$ cat src/rtl/sgn_pkg.sv
package sgn_pkg;

  // Strobes that travel down the hierarchy with a local select.
  typedef struct packed {
    logic sel;
    logic cap;
    logic sh;
    logic upd;
  } sgn_strobe_t;

  localparam int unsigned SGN_TOP_W   = 15;
  localparam int unsigned SGN_SUB_W   = 5;
  localparam int unsigned SGN_CHAIN_N = 4;
  localparam int unsigned SGN_INST_W  = 2;

endpackage

$ cat src/rtl/sgn_instr_chain.sv
module sgn_instr_chain
  import sgn_pkg::*;
#(
  parameter int unsigned CHAIN_N = 4,
  parameter int unsigned INST_W  = 2
) (
  input  logic                        tck,
  input  logic                        trst_n,
  input  sgn_strobe_t                 stb,
  input  logic                        si,
  output logic                        so,
  input  logic [CHAIN_N*INST_W-1:0]   stat,
  output logic [CHAIN_N*INST_W-1:0]   ctrl
);

  localparam int unsigned CW = CHAIN_N * INST_W;

  logic [CW:0] link;
  assign link[0] = si;
  assign so      = link[CW];

  // One shift-capture-update cell per chain position; position p feeds p+1.
  for (genvar p = 0; p < CW; p++) begin : g_cell
    logic sh_q;
    logic upd_q;

    always_ff @(posedge tck or negedge trst_n) begin
      if (!trst_n) begin
        sh_q <= 1'b0;
      end else if (stb.sel) begin
        if (stb.cap)     sh_q <= stat[p];
        else if (stb.sh) sh_q <= link[p];
      end
    end

    always_ff @(posedge tck or negedge trst_n) begin
      if (!trst_n)                  upd_q <= 1'b0;
      else if (stb.sel && stb.upd)  upd_q <= sh_q;
    end

    assign link[p+1] = sh_q;
    assign ctrl[p]   = upd_q;
  end

endmodule

$ cat src/rtl/sgn_gate_cell.sv
module sgn_gate_cell
  import sgn_pkg::*;
(
  input  logic        tck,
  input  logic        trst_n,
  input  sgn_strobe_t stb,
  input  logic        si,
  output logic        so,
  output sgn_strobe_t child_stb,
  output logic        child_si,
  input  logic        child_so,
  output logic        open
);

  logic sh_q;
  logic upd_q;

  // The shift stage captures the cell's own latch so the path can be read back.
  always_ff @(posedge tck or negedge trst_n) begin
    if (!trst_n) begin
      sh_q <= 1'b0;
    end else if (stb.sel) begin
      if (stb.cap)     sh_q <= upd_q;
      else if (stb.sh) sh_q <= si;
    end
  end

  always_ff @(posedge tck or negedge trst_n) begin
    if (!trst_n)                 upd_q <= 1'b0;
    else if (stb.sel && stb.upd) upd_q <= sh_q;
  end

  // The segment below sees the strobes only while this cell is open.
  always_comb begin
    child_stb     = stb;
    child_stb.sel = stb.sel & upd_q;
  end

  assign child_si = sh_q;
  assign so       = upd_q ? child_so : sh_q;
  assign open     = upd_q;

endmodule

$ cat src/rtl/sgn_sub_gateway.sv
module sgn_sub_gateway
  import sgn_pkg::*;
#(
  parameter int unsigned SUB_W   = 5,
  parameter int unsigned CHAIN_N = 4,
  parameter int unsigned INST_W  = 2
) (
  input  logic                              tck,
  input  logic                              trst_n,
  input  sgn_strobe_t                       stb,
  input  logic                              si,
  output logic                              so,
  input  logic [SUB_W*CHAIN_N*INST_W-1:0]   stat,
  output logic [SUB_W*CHAIN_N*INST_W-1:0]   ctrl,
  output logic [SUB_W-1:0]                  open
);

  localparam int unsigned CW = CHAIN_N * INST_W;

  logic [SUB_W:0] link;
  assign link[0] = si;
  assign so      = link[SUB_W];

  for (genvar s = 0; s < SUB_W; s++) begin : g_sub
    sgn_strobe_t chain_stb;
    logic        chain_si;
    logic        chain_so;

    sgn_gate_cell u_gate (
      .tck       (tck),
      .trst_n    (trst_n),
      .stb       (stb),
      .si        (link[s]),
      .so        (link[s+1]),
      .child_stb (chain_stb),
      .child_si  (chain_si),
      .child_so  (chain_so),
      .open      (open[s])
    );

    sgn_instr_chain #(
      .CHAIN_N (CHAIN_N),
      .INST_W  (INST_W)
    ) u_chain (
      .tck    (tck),
      .trst_n (trst_n),
      .stb    (chain_stb),
      .si     (chain_si),
      .so     (chain_so),
      .stat   (stat[s*CW +: CW]),
      .ctrl   (ctrl[s*CW +: CW])
    );
  end

endmodule

$ cat src/rtl/sgn_scan_network.sv
module sgn_scan_network
  import sgn_pkg::*;
#(
  parameter int unsigned TOP_W   = SGN_TOP_W,
  parameter int unsigned SUB_W   = SGN_SUB_W,
  parameter int unsigned CHAIN_N = SGN_CHAIN_N,
  parameter int unsigned INST_W  = SGN_INST_W,
  localparam int unsigned CW     = CHAIN_N * INST_W,
  localparam int unsigned GW     = SUB_W * CW,
  localparam int unsigned NB     = TOP_W * GW
) (
  input  logic          tck,
  input  logic          trst_n,
  input  logic          sel,
  input  logic          capture_dr,
  input  logic          shift_dr,
  input  logic          update_dr,
  input  logic          tdi,
  output logic          tdo,
  input  logic [NB-1:0] inst_stat,
  output logic [NB-1:0] inst_ctrl
);

  sgn_strobe_t               root_stb;
  logic [TOP_W:0]            link;
  logic [TOP_W-1:0]          top_open;
  logic [TOP_W*SUB_W-1:0]    sub_open;

  always_comb begin
    root_stb.sel = sel;
    root_stb.cap = capture_dr;
    root_stb.sh  = shift_dr;
    root_stb.upd = update_dr;
  end

  assign link[0] = tdi;
  assign tdo     = link[TOP_W];

  for (genvar t = 0; t < TOP_W; t++) begin : g_top
    sgn_strobe_t grp_stb;
    logic        grp_si;
    logic        grp_so;

    sgn_gate_cell u_gate (
      .tck       (tck),
      .trst_n    (trst_n),
      .stb       (root_stb),
      .si        (link[t]),
      .so        (link[t+1]),
      .child_stb (grp_stb),
      .child_si  (grp_si),
      .child_so  (grp_so),
      .open      (top_open[t])
    );

    sgn_sub_gateway #(
      .SUB_W   (SUB_W),
      .CHAIN_N (CHAIN_N),
      .INST_W  (INST_W)
    ) u_sub (
      .tck    (tck),
      .trst_n (trst_n),
      .stb    (grp_stb),
      .si     (grp_si),
      .so     (grp_so),
      .stat   (inst_stat[t*GW +: GW]),
      .ctrl   (inst_ctrl[t*GW +: GW]),
      .open   (sub_open[t*SUB_W +: SUB_W])
    );
  end

endmodule

$ cat config.mk
export PLATFORM = sky130hd
export DESIGN_NAME = sgn_scan_network
export DESIGN_NICKNAME = d
export VERILOG_FILES = /design/src/rtl/sgn_pkg.sv /design/src/rtl/sgn_instr_chain.sv /design/src/rtl/sgn_gate_cell.sv /design/src/rtl/sgn_sub_gateway.sv /design/src/rtl/sgn_scan_network.sv
export SDC_FILE = /design/constraint.sdc
export NUM_CORES = 2
export LEC_CHECK = 0
export CAP_MARGIN = 5
export CORE_AREA = 3 3 473 475
export CTS_BUF_LIST = sky130_fd_sc_hd__clkbuf_8
export DETAILED_ROUTE_END_ITERATION = 8
export DIE_AREA = 0 0 476 478
export PLACE_DENSITY = 0.46
export RECOVER_POWER = 100
export SLEW_MARGIN = 40
export SYNTH_ARGS = -nofsm -noshare
export SYNTH_HDL_FRONTEND = slang
export SYNTH_SLANG_ARGS = --single-unit
export TNS_END_PERCENT = 100
$ cat constraint.sdc
create_clock -name tck -period 1.99 [get_ports tck]
set_input_delay 0.2985 -clock tck [delete_from_list [all_inputs] [get_ports tck]]
set_output_delay 0.2985 -clock tck [all_outputs]
set_load 0.05 [all_outputs]
* Yosys cells after proc, flatten, opt, wreduce, memory -nomap -nowiden
Cells that the tools add are included. Widths: inputs -> output; s select.
Storage, ports and cells: register bits after elaboration 1380, bits of input ports 607, output and inout port bits 601, logic and storage cells 3123
Cells by class: muxes and demuxes 1470, bitwise operators 90, reductions and logical operators 183
Operator list (number):
- $mux 1 | 1470
- $reduce_and 2->1 | 91
- $logic_and 1x1->1 | 91
- $and 1x1->1 | 90
- $reduce_bool 2->1 | 1

* Depth between registers and ports, before layout
depth after elaboration 4, depth in mapped cells 7

* Cells and area by module
A second synthesis with hierarchy kept.
Second synthesis, totals: cells, all modules 6675, area total of the unflattened synthesis 73945.9 µm²
By module, submodules not included:
- sgn_instr_chain | instances 75, cells each 71, area an instance 805.8 µm²
- sgn_gate_cell | instances 90, cells each 15, area an instance 150.1 µm²

* Least setup slack after synthesis
Ideal clock, no wire load.
path kind register to output, start point register g_top[14].u_gate.upd_q, end point output tdo, arrival time 1.374 ns, required time 1.691 ns, path slack 0.317 ns, stages on the path, launching flop included 4, cell sequence dfrtp_1 -> buf_2 -> nor2_1 -> a21oi_1
On the way: longest elaborated chain between the ends 1
RTL lines:
- start: declaration | line sgn_gate_cell.sv:16 | logic upd_q;
- start signal: assignment | line sgn_gate_cell.sv:30 | else if (stb.sel && stb.upd) upd_q <= sh_q;
- $mux 1 | line sgn_gate_cell.sv:40 | assign so = upd_q ? child_so : sh_q;
- end: declaration | line sgn_scan_network.sv:19 | output logic tdo,
Every way passes these cells.

* Worst setup path in the final report
start point input sel, end point register g_top[5].u_sub.g_sub[0].u_chain.g_cell[7].upd_q
On the way: longest elaborated chain between the ends 3
RTL lines:
- start: declaration | line sgn_scan_network.sv:14 | input logic sel,
- $and 1x1->1 (2 in series) | line sgn_gate_cell.sv:36 | child_stb.sel = stb.sel & upd_q;
- $logic_and 1x1->1 | line sgn_instr_chain.sv:38 | else if (stb.sel && stb.upd) upd_q <= sh_q;
- end signal: assignment | line sgn_instr_chain.sv:38
- end: declaration | line sgn_instr_chain.sv:25 | logic upd_q;
Every way passes these cells. A chain may end at the register's enable or synchronous reset.

==> flow_summary.ini <==
[global_route]
grt_use_total = 0.215
grt_pass1_wl_mm = 357
grt_pass1_vias = 48898
grtUsageMet1 = 0.254
grt_remaining_overflow = 0
grt_use_met3 = 0.0692
grt_max_degree = 84
top_usage_layer = met2
antenna_found_initial = 82
grt.met2_usage = 0.367

[worst_setup_path]
cp_slowest_cell = clkbuf_1
cp.required_ps = 2850
startpoint_type = input port
cp_max_fo = 13
path_class = input port to flip-flop
endpoint_kind = flip-flop
rrSetupSlack_ps = -190
path_cells = dlygate4sd3_1 > buf_4 > clkbuf_4 > and3_1 > clkbuf_1 > nand2_2 > mux2_2
slowest_delay_ps = 640
critPathArrivalTime_ps = 3120

[route]
drt_iter0_drc = 2064
drc = 0
dr.pass1.iters = 7
num_vias = 45526
wl_per_cell_um = 24.9
ant_nets = 0
viasPerCell = 4.54
drt_wl_total_mm = 250

[sta]
fmax_mhz = 441
rsz0062_at_grt = true
timing.final.ws_setup_ps = -276
maxSlewViolCount = 0
finalCritPeriodShare = 1.14
skew_ps = 81.1
report.final.setup_viol = 364
hold_viol_final = 0
fin_crit_ps = 2270
holdWs_ps = 130
worst_pin_slew_ps = 1300
max_slew_margin = 0.132

[place]
dp_hpwl_mm = 193
io_buffer_count = 1207
place_ws_ps = 55.4
gp_congestion = 0.845

[floorplan]
initial_core_util = 0.293
rows = 172
dieArea_um2 = 228000
fp.dieW_um = 476
ioPinCount = 1208
die_h_um = 478
core-area_um2 = 220000

[synthesis]
synth-edff-count = 0
ys.warnings.count = 0
synth_common_cells = dfrtp_1, mux2_2, nand2_1
synth.distinct_cells = 25
syn_avg_cell_area_um2 = 12.2
syn_area_um2 = 64400
syn-instance-count = 5288
synthAdderAreaFrac = 0
synthSimpleGateAreaFrac = 0.0566
synth_async_sr_flop_share = 1.00
synth-compound-area-share = 0.0755
synthMuxAreaShare = 0.236
ys_ff_latch = 1380
syn_nets = 5895
yosys-top-cells-area = dfrtp_1, mux2_2, mux2i_1, buf_4, nand2_1
synth_top_family_by_area = multiplexers
synth_xor_area_frac = 0
synthMostInstantiatedCell = dfrtp_1
synth-seq-area-share = 0.537
synth_flop_cell = dfrtp_1
netlist.top_cell.by_area = dfrtp_1
synth_top_area_share = 0.537

[power]
p_int_uw = 46900
clockPowerShare = 0.456
power_switching_uw = 15800
power.density_nw_per_um2 = 713
comb_power_share = 0.087
finalPower_uw = 62700
switching_share = 0.252
max-vdd-ir-drop_mv = 0.641
power_frac_seq = 0.457
leakagePower_uw = 0.0419

[clock_network]
worstSkewPairLatency_ps = 1010
htreeDepth = 5
cts_buffers = 284
cts_tree = yes
clk_pin_slew_ps = 50
root_buffer = clkbuf_8
cts_sinks = 1380
clk_path_buf_depth = 4

[status]
violations = setup timing
run_status = finished, violations left

[layout]
drive_gt1_frac = 0.304
area_growth_pct = 36.6
finalNetCount = 7458
nFillCells = 21483

[hold_path]
min_path_type = input port to flip-flop

[flow_run]
max-cap-violations = 0
## per-stage QoR
stage                      util  instances  instance area, um^2  setup TNS (ps)
final                     0.400      10028                87900          -35720
after CTS                 0.406       9975                89300          -19460
after detailed placement  0.346       8884                76100               0
after floorplan               -       5288                64400               0
after global routing      0.400      10019                87900          -66760
after global placement    0.346       8884                76100               0
## sequential cells by signal, summed over array words and instances (netlist names)
name / count
g_top.u_sub.g_sub.u_chain.so: 75
g_top.u_sub.g_sub.u_chain.g_cell.sh_q: 525
g_top.u_gate.open: 15
g_top.u_sub.g_sub.u_chain.g_cell.upd_q: 600
g_top.u_sub.g_sub.u_gate.open: 75
g_top.u_gate.child_si: 15
g_top.u_sub.g_sub.u_gate.child_si: 75
## what timing repair did
item,in CTS,in global routing
buffers inserted,48,7
hold buffers,584,0
setup endpoints to repair,598,199
resized for setup,2394,8
pin swaps,1,0
hold endpoints to repair,2013,0
## path summary, 6_finish.rpt
| check | from | endpoint | cells after the start |
|---|---|---|---|
| worst max-delay path | sel | g_top[5].u_sub.g_sub[0].u_chain.g_cell[7].upd_q$_DFFE_PN0P_ | 7 |
| worst min-delay path | inst_stat[537] | g_top[13].u_sub.g_sub[2].u_chain.g_cell[1].sh_q$_DFFE_PN0P_ | 3 |
| worst max register to register | g_top[0].u_gate.open$_DFFE_PN0P_ | g_top[0].u_sub.g_sub[2].u_chain.g_cell[7].upd_q$_DFFE_PN0P_ | 4 |
| worst min register to register | g_top[14].u_sub.g_sub[4].u_chain.g_cell[5].sh_q$_DFFE_PN0P_ | g_top[14].u_sub.g_sub[4].u_chain.g_cell[5].upd_q$_DFFE_PN0P_ | 1 |
| max in group asynchronous | trst_n | g_top[14].u_sub.g_sub[4].u_gate.open$_DFFE_PN0P_ | 4 |
| min in group asynchronous | trst_n | g_top[10].u_sub.g_sub[2].u_chain.g_cell[0].upd_q$_DFFE_PN0P_ | 3 |
## area by class of cell
type                       instances  area [um^2]  share of cell area
antenna                           46          115             0.00131
clock buffer                     343         4720              0.0537
clock inverter                   116          568             0.00646
multi-input combinational       3078        23400               0.266
sequential                      1380        34600               0.393
tap                             2958         3700              0.0421
timing repair buffer            2107        20800               0.237
## power groups by stage
stage	Combinational, uW	Clock, uW	Sequential (uW)
2_1_floorplan	1760	0	29000
4_1_cts	5860	29800	28700
6_report	5450	28600	28700
3_3_place_gp	4710	0	29100
3_5_place_dp	4740	0	29200
5_1_grt	5890	31100	28700
## worst max-delay path: cells and delay by family
kind / cells / cell delay (ps)
buf+inv: 4 / 1840
simple gates: 2 / 580
mux: 1 / 370
## layout by cell type, fill, tap and decap left out, drive strengths merged, types with 46 or more instances in the layout
master / n
dfrtp: 1380
nand2: 809
buf: 770
mux2: 749
o21ai: 691
mux2i: 677
clkdlybuf4s50: 601
dlygate4sd3: 583
clkbuf: 495
inv: 95
o2111ai: 75
diode: 46
## layer usage
layer | up-vias | share of wire | wire length, um
met2 | 1272 | 0.49 | 122000
met1 | 22671 | 0.40 | 101000
met5 | - | 0.0011 | 283
met3 | 420 | 0.074 | 18600
li1 | 21117 | - | -
met4 | 46 | 0.033 | 8200
## cell families after synthesis
logic type      count (synthesis)
mux                          1426
compound gates                796
buf+inv                       830
flops                        1380
simple gates                  856
(Power assumes the default switching activity.)
